[src/rtl/crl_pkg.sv]
// Shared definitions for the child result return latch.
// Assumes: nothing beyond IEEE 1800-2017.
package crl_pkg;
    localparam int unsigned DEF_SLOTS  = 8;
    localparam int unsigned DEF_REGS   = 16;
    localparam int unsigned DEF_DATA_W = 32;

    // State of the clone copy engine.
    typedef enum logic {
        ENG_IDLE = 1'b0,
        ENG_COPY = 1'b1
    } eng_state_e;
endpackage

[src/rtl/crl_slot_table.sv]
// Per-slot bookkeeping: occupancy, owed-register mask and latched-valid bits.
// Decides which hire and return writes are accepted and which slots are complete.
// Assumes: a free request only names a slot that is occupied and returned.
module crl_slot_table #(
    parameter int unsigned NUM_SLOTS = crl_pkg::DEF_SLOTS,
    parameter int unsigned NUM_REGS  = crl_pkg::DEF_REGS,
    localparam int unsigned SLOT_W   = $clog2(NUM_SLOTS),
    localparam int unsigned REG_W    = $clog2(NUM_REGS)
) (
    input  logic                               clk,
    input  logic                               rst_n,
    input  logic                               hire_valid,
    input  logic [SLOT_W-1:0]                  hire_slot,
    input  logic [NUM_REGS-1:0]                hire_mask,
    input  logic                               ret_valid,
    input  logic [SLOT_W-1:0]                  ret_slot,
    input  logic [REG_W-1:0]                   ret_reg,
    input  logic                               free_valid,
    input  logic [SLOT_W-1:0]                  free_slot,
    output logic                               ret_accept,
    output logic [NUM_SLOTS-1:0][NUM_REGS-1:0] mask_o,
    output logic [NUM_SLOTS-1:0]               busy_o,
    output logic [NUM_SLOTS-1:0]               returned_o
);
    logic [NUM_SLOTS-1:0]               busy_q;
    logic [NUM_SLOTS-1:0][NUM_REGS-1:0] mask_q;
    logic [NUM_SLOTS-1:0][NUM_REGS-1:0] vld_q;
    logic                               hire_ok;

    // A slot is complete once every owed register has been latched.
    generate
        for (genvar s = 0; s < NUM_SLOTS; s++) begin : g_done
            assign returned_o[s] = busy_q[s] && (vld_q[s] == mask_q[s]);
        end
    endgenerate

    // Acceptance of hire and return writes.
    always_comb begin
        hire_ok    = hire_valid && !busy_q[hire_slot];
        ret_accept = ret_valid && busy_q[ret_slot]
                     && mask_q[ret_slot][ret_reg] && !returned_o[ret_slot];
    end

    // Slot state update: hire, latch-valid marking and release.
    always_ff @(posedge clk) begin
        if (!rst_n) begin
            busy_q <= '0;
            mask_q <= '0;
            vld_q  <= '0;
        end else begin
            if (hire_ok) begin
                busy_q[hire_slot] <= 1'b1;
                mask_q[hire_slot] <= hire_mask;
                vld_q[hire_slot]  <= '0;
            end
            if (ret_accept) begin
                vld_q[ret_slot][ret_reg] <= 1'b1;
            end
            if (free_valid) begin
                busy_q[free_slot] <= 1'b0;
                vld_q[free_slot]  <= '0;
            end
        end
    end

    assign mask_o = mask_q;
    assign busy_o = busy_q;

    // a hire to an occupied slot leaves its mask untouched.
    p_busy_hire_kept_r2: assert property (@(posedge clk) disable iff (!rst_n)
        hire_valid && busy_q[hire_slot]
        |=> mask_q[$past(hire_slot)] == $past(mask_q[hire_slot]))
        else $error("hire overwrote an occupied slot");

    // a write to an unowed register never marks it latched.
    p_unowed_ignored_r3: assert property (@(posedge clk) disable iff (!rst_n)
        ret_valid && busy_q[ret_slot] && !mask_q[ret_slot][ret_reg]
        |=> !vld_q[$past(ret_slot)][$past(ret_reg)])
        else $error("unowed register marked latched");

    // release only ever hits a complete slot.
    p_free_complete_r8: assert property (@(posedge clk) disable iff (!rst_n)
        free_valid |-> returned_o[free_slot])
        else $error("release of an incomplete slot");
endmodule

[src/rtl/crl_latch_bank.sv]
// Storage of returned register values: one bank of NUM_REGS words per slot.
// Write is gated by the slot table; the read port is combinational.
// Assumes: reads only target entries that were written since the last hire.
module crl_latch_bank #(
    parameter int unsigned NUM_SLOTS = crl_pkg::DEF_SLOTS,
    parameter int unsigned NUM_REGS  = crl_pkg::DEF_REGS,
    parameter int unsigned DATA_W    = crl_pkg::DEF_DATA_W,
    localparam int unsigned SLOT_W   = $clog2(NUM_SLOTS),
    localparam int unsigned REG_W    = $clog2(NUM_REGS)
) (
    input  logic              clk,
    input  logic              wr_en,
    input  logic [SLOT_W-1:0] wr_slot,
    input  logic [REG_W-1:0]  wr_reg,
    input  logic [DATA_W-1:0] wr_data,
    input  logic [SLOT_W-1:0] rd_slot,
    input  logic [REG_W-1:0]  rd_reg,
    output logic [DATA_W-1:0] rd_data
);
    logic [NUM_REGS-1:0][DATA_W-1:0] bank_rd [NUM_SLOTS];

    generate
        for (genvar s = 0; s < NUM_SLOTS; s++) begin : g_bank
            logic [NUM_REGS-1:0][DATA_W-1:0] bank_q;

            // Capture a returned value into this slot's bank.
            always_ff @(posedge clk) begin
                if (wr_en && (wr_slot == SLOT_W'(s))) begin
                    bank_q[wr_reg] <= wr_data;
                end
            end

            assign bank_rd[s] = bank_q;
        end
    endgenerate

    // Select the word requested by the copy engine.
    always_comb begin
        rd_data = bank_rd[rd_slot][rd_reg];
    end
endmodule

[src/rtl/crl_clone_engine.sv]
// Accepts clone commands for complete slots and copies the selected owed
// registers into the register file, lowest index first, one per cycle.
// Releases the slot when the copy ends.
// Assumes: the parent holds a clone request until clone_stall is low.
module crl_clone_engine #(
    parameter int unsigned NUM_SLOTS = crl_pkg::DEF_SLOTS,
    parameter int unsigned NUM_REGS  = crl_pkg::DEF_REGS,
    localparam int unsigned SLOT_W   = $clog2(NUM_SLOTS),
    localparam int unsigned REG_W    = $clog2(NUM_REGS)
) (
    input  logic                               clk,
    input  logic                               rst_n,
    input  logic                               clone_valid,
    input  logic [SLOT_W-1:0]                  clone_slot,
    input  logic [NUM_REGS-1:0]                clone_sel,
    input  logic [NUM_SLOTS-1:0]               returned_i,
    input  logic [NUM_SLOTS-1:0][NUM_REGS-1:0] mask_i,
    output logic                               clone_stall,
    output logic                               copy_we,
    output logic [SLOT_W-1:0]                  rd_slot,
    output logic [REG_W-1:0]                   rd_reg,
    output logic                               free_valid,
    output logic [SLOT_W-1:0]                  free_slot
);
    import crl_pkg::*;

    eng_state_e          state_q;
    logic [SLOT_W-1:0]   slot_q;
    logic [NUM_REGS-1:0] pend_q;
    logic [NUM_REGS-1:0] sel_now;
    logic                accept;
    logic                last_word;

    // Index of the lowest set bit of a register selection.
    function automatic logic [REG_W-1:0] low_idx(input logic [NUM_REGS-1:0] v);
        logic [REG_W-1:0] idx;
        idx = '0;
        for (int i = NUM_REGS - 1; i >= 0; i--) begin
            if (v[i]) idx = REG_W'(i);
        end
        return idx;
    endfunction

    // Acceptance, copy port and release decisions.
    always_comb begin
        accept      = clone_valid && (state_q == ENG_IDLE) && returned_i[clone_slot];
        clone_stall = clone_valid && !accept;
        sel_now     = clone_sel & mask_i[clone_slot];
        last_word   = (pend_q & (pend_q - NUM_REGS'(1))) == '0;
        copy_we     = (state_q == ENG_COPY);
        rd_slot     = slot_q;
        rd_reg      = low_idx(pend_q);
        free_valid  = (accept && (sel_now == '0)) || ((state_q == ENG_COPY) && last_word);
        free_slot   = (state_q == ENG_COPY) ? slot_q : clone_slot;
    end

    // Copy sequencing: load the selection, retire one register per cycle.
    always_ff @(posedge clk) begin
        if (!rst_n) begin
            state_q <= ENG_IDLE;
            slot_q  <= '0;
            pend_q  <= '0;
        end else if (state_q == ENG_IDLE) begin
            if (accept && (sel_now != '0)) begin
                state_q <= ENG_COPY;
                slot_q  <= clone_slot;
                pend_q  <= sel_now;
            end
        end else begin
            pend_q <= pend_q & (pend_q - NUM_REGS'(1));
            if (last_word) begin
                state_q <= ENG_IDLE;
            end
        end
    end

    // a clone aimed at an incomplete slot is never accepted.
    p_stall_incomplete_r7: assert property (@(posedge clk) disable iff (!rst_n)
        clone_valid && !returned_i[clone_slot] |-> clone_stall)
        else $error("clone accepted on incomplete slot");

    // back-to-back copy writes climb in register index.
    p_ascending_r6: assert property (@(posedge clk) disable iff (!rst_n)
        copy_we && $past(copy_we) |-> rd_reg > $past(rd_reg))
        else $error("copy order not ascending");

    // each copied register is owed by the slot being copied.
    p_copy_owed_r6: assert property (@(posedge clk) disable iff (!rst_n)
        copy_we |-> mask_i[rd_slot][rd_reg] && returned_i[rd_slot])
        else $error("copy of an unowed register");
endmodule

[src/rtl/child_return_latch.sv]
// Top of the child result return latch: slot table, latch banks and clone
// engine. Returned values are parked and only reach the register file through
// a parent clone command. The parent's end request waits on outstanding children.
// Assumes: one return word per cycle; hiring and transport live elsewhere.
module child_return_latch #(
    parameter int unsigned NUM_SLOTS = crl_pkg::DEF_SLOTS,
    parameter int unsigned NUM_REGS  = crl_pkg::DEF_REGS,
    parameter int unsigned DATA_W    = crl_pkg::DEF_DATA_W,
    localparam int unsigned SLOT_W   = $clog2(NUM_SLOTS),
    localparam int unsigned REG_W    = $clog2(NUM_REGS)
) (
    input  logic                 clk,
    input  logic                 rst_n,
    input  logic                 hire_valid,
    input  logic [SLOT_W-1:0]    hire_slot,
    input  logic [NUM_REGS-1:0]  hire_mask,
    input  logic                 ret_valid,
    input  logic [SLOT_W-1:0]    ret_slot,
    input  logic [REG_W-1:0]     ret_reg,
    input  logic [DATA_W-1:0]    ret_data,
    input  logic                 clone_valid,
    input  logic [SLOT_W-1:0]    clone_slot,
    input  logic [NUM_REGS-1:0]  clone_sel,
    output logic                 clone_stall,
    output logic                 rf_we,
    output logic [REG_W-1:0]     rf_addr,
    output logic [DATA_W-1:0]    rf_data,
    input  logic                 end_req,
    output logic                 end_wait,
    output logic                 end_grant,
    output logic [NUM_SLOTS-1:0] outstanding,
    output logic [NUM_SLOTS-1:0] slot_returned
);
    logic                               ret_accept;
    logic [NUM_SLOTS-1:0][NUM_REGS-1:0] slot_mask;
    logic [NUM_SLOTS-1:0]               slot_busy;
    logic                               free_valid;
    logic [SLOT_W-1:0]                  free_slot;
    logic [SLOT_W-1:0]                  rd_slot;
    logic [REG_W-1:0]                   rd_reg;

    crl_slot_table #(.NUM_SLOTS(NUM_SLOTS), .NUM_REGS(NUM_REGS)) u_table (
        .clk        (clk),
        .rst_n      (rst_n),
        .hire_valid (hire_valid),
        .hire_slot  (hire_slot),
        .hire_mask  (hire_mask),
        .ret_valid  (ret_valid),
        .ret_slot   (ret_slot),
        .ret_reg    (ret_reg),
        .free_valid (free_valid),
        .free_slot  (free_slot),
        .ret_accept (ret_accept),
        .mask_o     (slot_mask),
        .busy_o     (slot_busy),
        .returned_o (slot_returned)
    );

    crl_latch_bank #(.NUM_SLOTS(NUM_SLOTS), .NUM_REGS(NUM_REGS), .DATA_W(DATA_W)) u_bank (
        .clk     (clk),
        .wr_en   (ret_accept),
        .wr_slot (ret_slot),
        .wr_reg  (ret_reg),
        .wr_data (ret_data),
        .rd_slot (rd_slot),
        .rd_reg  (rd_reg),
        .rd_data (rf_data)
    );

    crl_clone_engine #(.NUM_SLOTS(NUM_SLOTS), .NUM_REGS(NUM_REGS)) u_engine (
        .clk         (clk),
        .rst_n       (rst_n),
        .clone_valid (clone_valid),
        .clone_slot  (clone_slot),
        .clone_sel   (clone_sel),
        .returned_i  (slot_returned),
        .mask_i      (slot_mask),
        .clone_stall (clone_stall),
        .copy_we     (rf_we),
        .rd_slot     (rd_slot),
        .rd_reg      (rd_reg),
        .free_valid  (free_valid),
        .free_slot   (free_slot)
    );

    // Outstanding children and the end-of-fragment hold.
    always_comb begin
        outstanding = slot_busy & ~slot_returned;
        rf_addr     = rd_reg;
        end_wait    = end_req && (outstanding != '0);
        end_grant   = end_req && (outstanding == '0);
    end

    // an end request with a child still owing is held, never granted.
    p_end_held_r9: assert property (@(posedge clk) disable iff (!rst_n)
        end_req && (slot_busy & ~slot_returned) != '0 |-> end_wait && !end_grant)
        else $error("end granted with outstanding child");

    // a released slot is no longer complete in the next cycle.
    p_freed_clear_r8: assert property (@(posedge clk) disable iff (!rst_n)
        free_valid |=> !slot_returned[$past(free_slot)])
        else $error("slot still complete after release");

    // the register file is written only after a clone was accepted.
    p_write_needs_clone_r5: assert property (@(posedge clk) disable iff (!rst_n)
        $rose(rf_we) |-> $past(clone_valid) && !$past(clone_stall))
        else $error("register write without clone");

    // a newly hired slot with nothing owed is complete at once.
    p_zero_mask_done_r4: assert property (@(posedge clk) disable iff (!rst_n)
        hire_valid && !slot_busy[hire_slot] && hire_mask == '0
        |=> slot_returned[$past(hire_slot)])
        else $error("zero-mask slot not complete");
endmodule

[config.mk]
export PLATFORM = sky130hd
export DESIGN_NAME = child_return_latch
export DESIGN_NICKNAME = d
export VERILOG_FILES = /design/src/rtl/crl_pkg.sv /design/src/rtl/crl_slot_table.sv /design/src/rtl/crl_latch_bank.sv /design/src/rtl/crl_clone_engine.sv /design/src/rtl/child_return_latch.sv
export SDC_FILE = /design/constraint.sdc
export NUM_CORES = 2
export LEC_CHECK = 0
export BUFFER_PORTS_ARGS = -buffer_cell sky130_fd_sc_hd__buf_2
export CORE_UTILIZATION = 41
export CTS_CLUSTER_DIAMETER = 200
export DETAILED_ROUTE_END_ITERATION = 10
export PLACE_DENSITY = 0.62
export SLEW_MARGIN = 25
export SYNTH_ARGS = -nofsm -noshare
export SYNTH_HDL_FRONTEND = slang
export SYNTH_SLANG_ARGS = --single-unit
[constraint.sdc]
create_clock -name clk -period 6.33 [get_ports clk]
set_input_delay 0.9495 -clock clk [delete_from_list [all_inputs] [get_ports clk]]
set_output_delay 0.9495 -clock clk [all_outputs]
set_load 0.01 [all_outputs]
== Word-level counts from Yosys, hierarchy flattened ==
Cells that the tools add are included.

* Register bits after elaboration: 4380
* Output and inout bits: 56
* Bits of input ports: 83

* Add/subtract/negate cells: 1
* Reductions and logical operators: 44
* $lt $le $gt $ge: 11
* Bitwise gates (word level): 14
* Multiplexer cells: 72
* Equality and inequality tests: 15

{| class="wikitable"
|+ Operator list
! operator !! number
|-
| $bwmux W512 || 8
|-
| $bmux W512 S3 || 1
|-
| $mux W512 || 2
|-
| $mux W128 || 5
|-
| $and A128 B128 Y128 || 2
|-
| $not A128 Y128 || 2
|-
| $demux W16 S3 || 3
|-
| $bmux W32 S4 || 1
|-
| $bwmux W128 || 1
|-
| $demux W32 S4 || 1
|-
| $eq A16 B16 Y1 || 8
|-
| $or A128 B128 Y128 || 1
|-
| $mux W16 || 7
|-
| $bmux W16 S3 || 2
|-
| $mux W32 || 2
|-
| $mux W4 || 16
|-
| $and A16 B16 Y16 || 2
|-
| $logic_and A1 B1 Y1 || 32
|-
| $logic_not A16 Y1 || 2
|-
| $mux W8 || 3
|-
| $and A8 B8 Y8 || 2
|-
| $lt A3 B4 Y1 const B || 4
|-
| $not A8 Y8 || 2
|-
| $reduce_bool A16 Y1 || 1
|-
| other kinds (24) || 47
|}

== Logic depth before layout (Yosys ltp) ==
* Depth after elaboration: 18
* Depth in mapped cells: 14

== Cells and area by module ==
From an unflattened synthesis, not the netlist that was laid out.

* Cell total of the unflattened synthesis: 7484
* Area, all modules: 170728.7 um2

{| class="wikitable"
|+ Modules (own cells, without submodules)
! module !! area each (um2) !! instances !! cells an instance
|-
| crl_latch_bank || 155535.4 || 1 || 5945
|-
| crl_slot_table || 12567.1 || 1 || 1265
|-
| crl_clone_engine || 2507.4 || 1 || 262
|-
| child_return_latch || 118.9 || 1 || 12
|}

== Worst setup path before layout ==
No wires, ideal clock.

* Path kind: input port to flip-flop
* Start: in ret_slot[0]
* End: reg u_bank.g_bank[5].bank_q (netlist bit u_bank.bank_rd[1504]) (enable)
* Required time: 5909 ps
* Path slack: 1524 ps
* Arrival: 4385 ps
* Library setup time: 421 ps
* Stages: 11
* Buffers on the path: 4
* Cells stage by stage: buf_4 buf_4 mux4_2 mux4_2 a22oi_1 and4_1 buf_2 nor3_1 nand3b_1 clkbuf_1 nor2_1

* Longest elaborated chain between the ends: 7
* Elaborated cells on any way between the ends: 14
* Those cells by class: eq/ne (1); mux (8); reduce/logical (5)

{| class="wikitable"
|+ Ends and longest elaborated chain
! item !! RTL line !! text
|-
| from (decl) || child_return_latch.sv:18 || <nowiki>input logic [SLOT_W-1:0] ret_slot,</nowiki>
|-
| $bmux W16 S3 || crl_slot_table.sv:41 || <nowiki>&& mask_q[ret_slot][ret_reg] && !returned_o[ret_slot];</nowiki>
|-
| $mux W16 (implied by the code) || crl_slot_table.sv:41 ||
|-
| $bmux W1 S4 || crl_slot_table.sv:41 ||
|-
| $mux W1 (implied by the code) || crl_slot_table.sv:41 ||
|-
| $logic_and A1 B1 Y1 (2 in series) || crl_slot_table.sv:41 ||
|-
| $logic_and A1 B1 Y1 (*) || crl_latch_bank.sv:28 || <nowiki>if (wr_en && (wr_slot == SLOT_W'(s))) begin</nowiki>
|-
| to (signal, indexed assignment) || crl_latch_bank.sv:29 || <nowiki>bank_q[wr_reg] <= wr_data;</nowiki>
|-
| to (decl) || crl_latch_bank.sv:24 || <nowiki>logic [NUM_REGS-1:0][DATA_W-1:0] bank_q;</nowiki>
|}

Mark *: on every way between the ends. The rest lies on a longest branch, timed or not. The select of a mux whose other input is x is not followed.
A chain may end at the register's enable or synchronous reset.

== Final worst setup path ==
* Start: reg u_engine.pend_q[8]
* End: out rf_data[13]

* Longest elaborated chain between the ends: 11

{| class="wikitable"
|+ Ends and longest elaborated chain
! item !! RTL line !! text
|-
| from (decl) || crl_clone_engine.sv:29 || <nowiki>logic [NUM_REGS-1:0] pend_q;</nowiki>
|-
| from (signal assigned) || crl_clone_engine.sv:67 || <nowiki>pend_q <= sel_now;</nowiki>
|-
| from (signal assigned) || crl_clone_engine.sv:70 || <nowiki>pend_q <= pend_q & (pend_q - NUM_REGS'(1));</nowiki>
|-
| $mux W4 (9 in series) || crl_clone_engine.sv:39 || <nowiki>if (v[i]) idx = REG_W'(i);</nowiki>
|-
| $bmux W32 S4 || crl_latch_bank.sv:39 || <nowiki>rd_data = bank_rd[rd_slot][rd_reg];</nowiki>
|-
| $mux W32 (implied by the code) || crl_latch_bank.sv:39 ||
|-
| to (decl) || child_return_latch.sv:27 || <nowiki>output logic [DATA_W-1:0] rf_data,</nowiki>
|}

Every way passes these cells. The select of a mux whose other input is x is not followed.

==> impl_metrics.json <==
{
  "outcome": "finished clean",
  "dieWidth_um": 647,
  "grt_max_degree": 89,
  "wire_per_inst_um": 33.8,
  "pre_cts_ws_ns": -0.0620,
  "synth_cells": 8506,
  "drive_gt1_share_pct": 27.7,
  "synth.avg_cell_area_um2": 20.1,
  "peakVddDrop_v": 0.000230,
  "fin_util_pct": 47.4,
  "end_kind": "primary output",
  "cp_max_fo": 55,
  "leakage_uw": 0.0597,
  "worstSkewPairLatency_ns": 1.02,
  "holdCritPathClass": "primary input to flop",
  "start_util_pct": 41.2,
  "routed_via_density": 6.13,
  "r2r_slack_ns": 1.82,
  "clock-skew-final_ns": 0.106,
  "clockBufferDepth": 4,
  "grt_pass1_wl_um": 700000,
  "seq_area_frac_synth_pct": 75.4,
  "holdBufCountCts": 0,
  "required_ns": 5.38,
  "holdCritStartpoint": "hire_mask[7]",
  "drtAntennaViolNets": 0,
  "dpl.hpwl_um": 304000,
  "grt_pass1_vias": 88800,
  "wl_um": 503000,
  "nets": 9106,
  "fmax_mhz": 159,
  "gp_congestion": 0.926,
  "drc_errors": 0,
  "core_mm2": 0.414,
  "synth-edff-count": 4096,
  "startpoint_type": "flop",
  "rows": 236,
  "ys_ff_latch": 4380,
  "reg2reg_from": "u_table.mask_o[86]",
  "h-tree-depth": 5,
  "antenna_found_initial": 32,
  "path_clk_slew_ns": 0.06,
  "period_minus_slack_ns": 6.30,
  "maxCapViolCount": 0,
  "filler_cell_count": 33700,
  "path_class": "flop to primary output",
  "synth_area_mm2": 0.171,
  "drv_slew": 0,
  "arrival_ns": 5.35,
  "cts_tree": "done",
  "dieArea_mm2": 0.419,
  "grt_setup_unrepaired": "false",
  "boundaryPins": 139,
  "area_growth_pct": 15.0,
  "final_cell_mix": "4096 x edfxtp_1, 1162 x mux4_2, 756 x nand2_1",
  "setup_ws_ns": 0.0266,
  "tightest_slew_ns": 1.21,
  "setup.worst_path.start": "u_engine.pend_q[8]",
  "relSlewSlack_pct": 19.1,
  "cts_made_buffers": 436,
  "clkSinkCount": 4380,
  "synth_cell_types": 69,
  "grt_overflow_total": 0,
  "async_reset_ff_share_pct": 0,
  "drt_iter0_markers": 13000,
  "vias": 91200,
  "final_common_cell": "edfxtp_1",
  "cts_root_buf": "clkbuf_16",
  "period_share_pct": 99.6,
  "fp.dieH_um": 647,
  "hold_viol": 0,
  "firstDrtPassIters": 7,
  "setup_viol": 0,
  "yosysWarnings": 0,
  "grt_usage_pct": 23.6,
  "synth_flop_cell": "edfxtp_1",
  "powerDensity_mw_per_mm2": 304,
  "synth_fp_nets": 8589,
  "port_buffers": 138
}
==> cell usage after synthesis, drive strengths merged, types with 6 or more instances <==
cell / count / area, µm²
mux4: 1162 / 26200
nand3b: 7 / 52.6
nand4: 79 / 494
edfxtp: 4096 / 123000
nand2b: 9 / 56.3
a22oi: 151 / 1130
a2111oi: 22 / 193
or2: 9 / 56.3
buf: 129 / 593
dfxtp: 284 / 5690
nor2: 307 / 1180
clkbuf: 405 / 1530
xor2: 48 / 420
mux2i: 89 / 891
nand3: 105 / 526
nand2: 761 / 2860
a311oi: 19 / 166
o2111ai: 42 / 368
nor4: 17 / 106
nor2b: 25 / 156
and2: 23 / 144
a21oi: 147 / 736
a32oi: 72 / 631
a211oi: 59 / 443
o211ai: 65 / 488
xnor2: 80 / 701
and3: 80 / 500
a31oi: 62 / 394
o21ai: 23 / 115
o311ai: 12 / 105
inv: 35 / 131
nor3: 20 / 100
or4: 6 / 45.0
==> registers in the layout, summed over array words and instances, names as in the netlist <==
register	flops
u_bank.bank_rd	4096
u_table.mask_o	128
u_table.vld_q	128
u_engine.pend_q	16
u_table.busy_o	8
u_engine.rd_slot	3
u_engine.copy_we	1
==> cell families after synthesis <==
family,after synthesis,share of synthesized area [%]
XOR/XNOR,128,0.657
multiplexers,1252,15.9
buffers and inverters,570,1.32
flip-flops,4380,75.4
AND/OR/NAND/NOR,1462,3.74
AO/OA/AOI/OAI,712,2.99
adder cells (fa/ha/maj),2,0.0117
==> critical path: stages (launching register included) <==
cell,delay (ns)
dfxtp_2,0.72
o31ai_1,0.19
buf_4,0.20
a21oi_4,0.38
inv_6,0.32
a211oi_1,0.76
a31oi_1,0.21
o211ai_1,0.74
nand4_1,0.56
buf_2,0.31
==> timing repair <==
action,4_1_cts,5_1_grt
endpoints found under the setup margin,32,8
cloned,4,0
pin swaps,10,2
buffers inserted,11,0
gates resized for setup,38,10
endpoints found under the hold margin,0,0
==> report_power, final <==
group          internal [µW]  leakage (µW)  total, µW  switching (µW)
combinational            690        0.0137       2240            1550
sequential             31600        0.0391      31700            56.1
clock                  14500       0.00690      25600           11100
total                  46900        0.0597      59600           12700
==> path summary, 6_finish.rpt <==
kind	to	cells past startpoint
worst max-delay path	rf_data[13]	9
worst min-delay path	u_table.mask_o[119]	3
worst max register to register	u_bank.bank_rd[736]	10
worst min register to register	u_table.vld_q[44]	2
==> per-stage QoR <==
step                TNS (ns)  power [µW]  hold WS, ns  area [µm²]  instances
floorplan                  0       33300        0.448      171000       8506
global placement    -0.00473       34500        0.460      181000      14000
detailed placement   -0.0620       34500        0.465      182000      14000
CTS                   -0.105       59900        0.255      196000      14900
global route               0       61000        0.324      196000      14900
finish                     0       59600        0.325      196000      14900
==> final cells by class <==
class	instances	area (µm²)	area share, %
Antenna cell	9	22.5	0.0115
Clock buffer	528	11400	5.81
Clock inverter	282	2660	1.36
Inverter	36	155	0.0791
Multi-Input combinational cell	3558	41000	20.9
Sequential cell	4380	129000	65.6
Tap cell	5474	6850	3.49
Timing Repair Buffer	611	5410	2.76
==> metal layers <==
layer  part of all wire, %  up-vias  track usage [%]
met5                 0.010        -                0
met3                   9.9      746             4.41
met4                   3.9        8             8.22
met2                    47     5219             36.9
li1                      -    36200                -
met1                    39    49000             33.4
No activity file was read; power rests on OpenSTA's default activity.
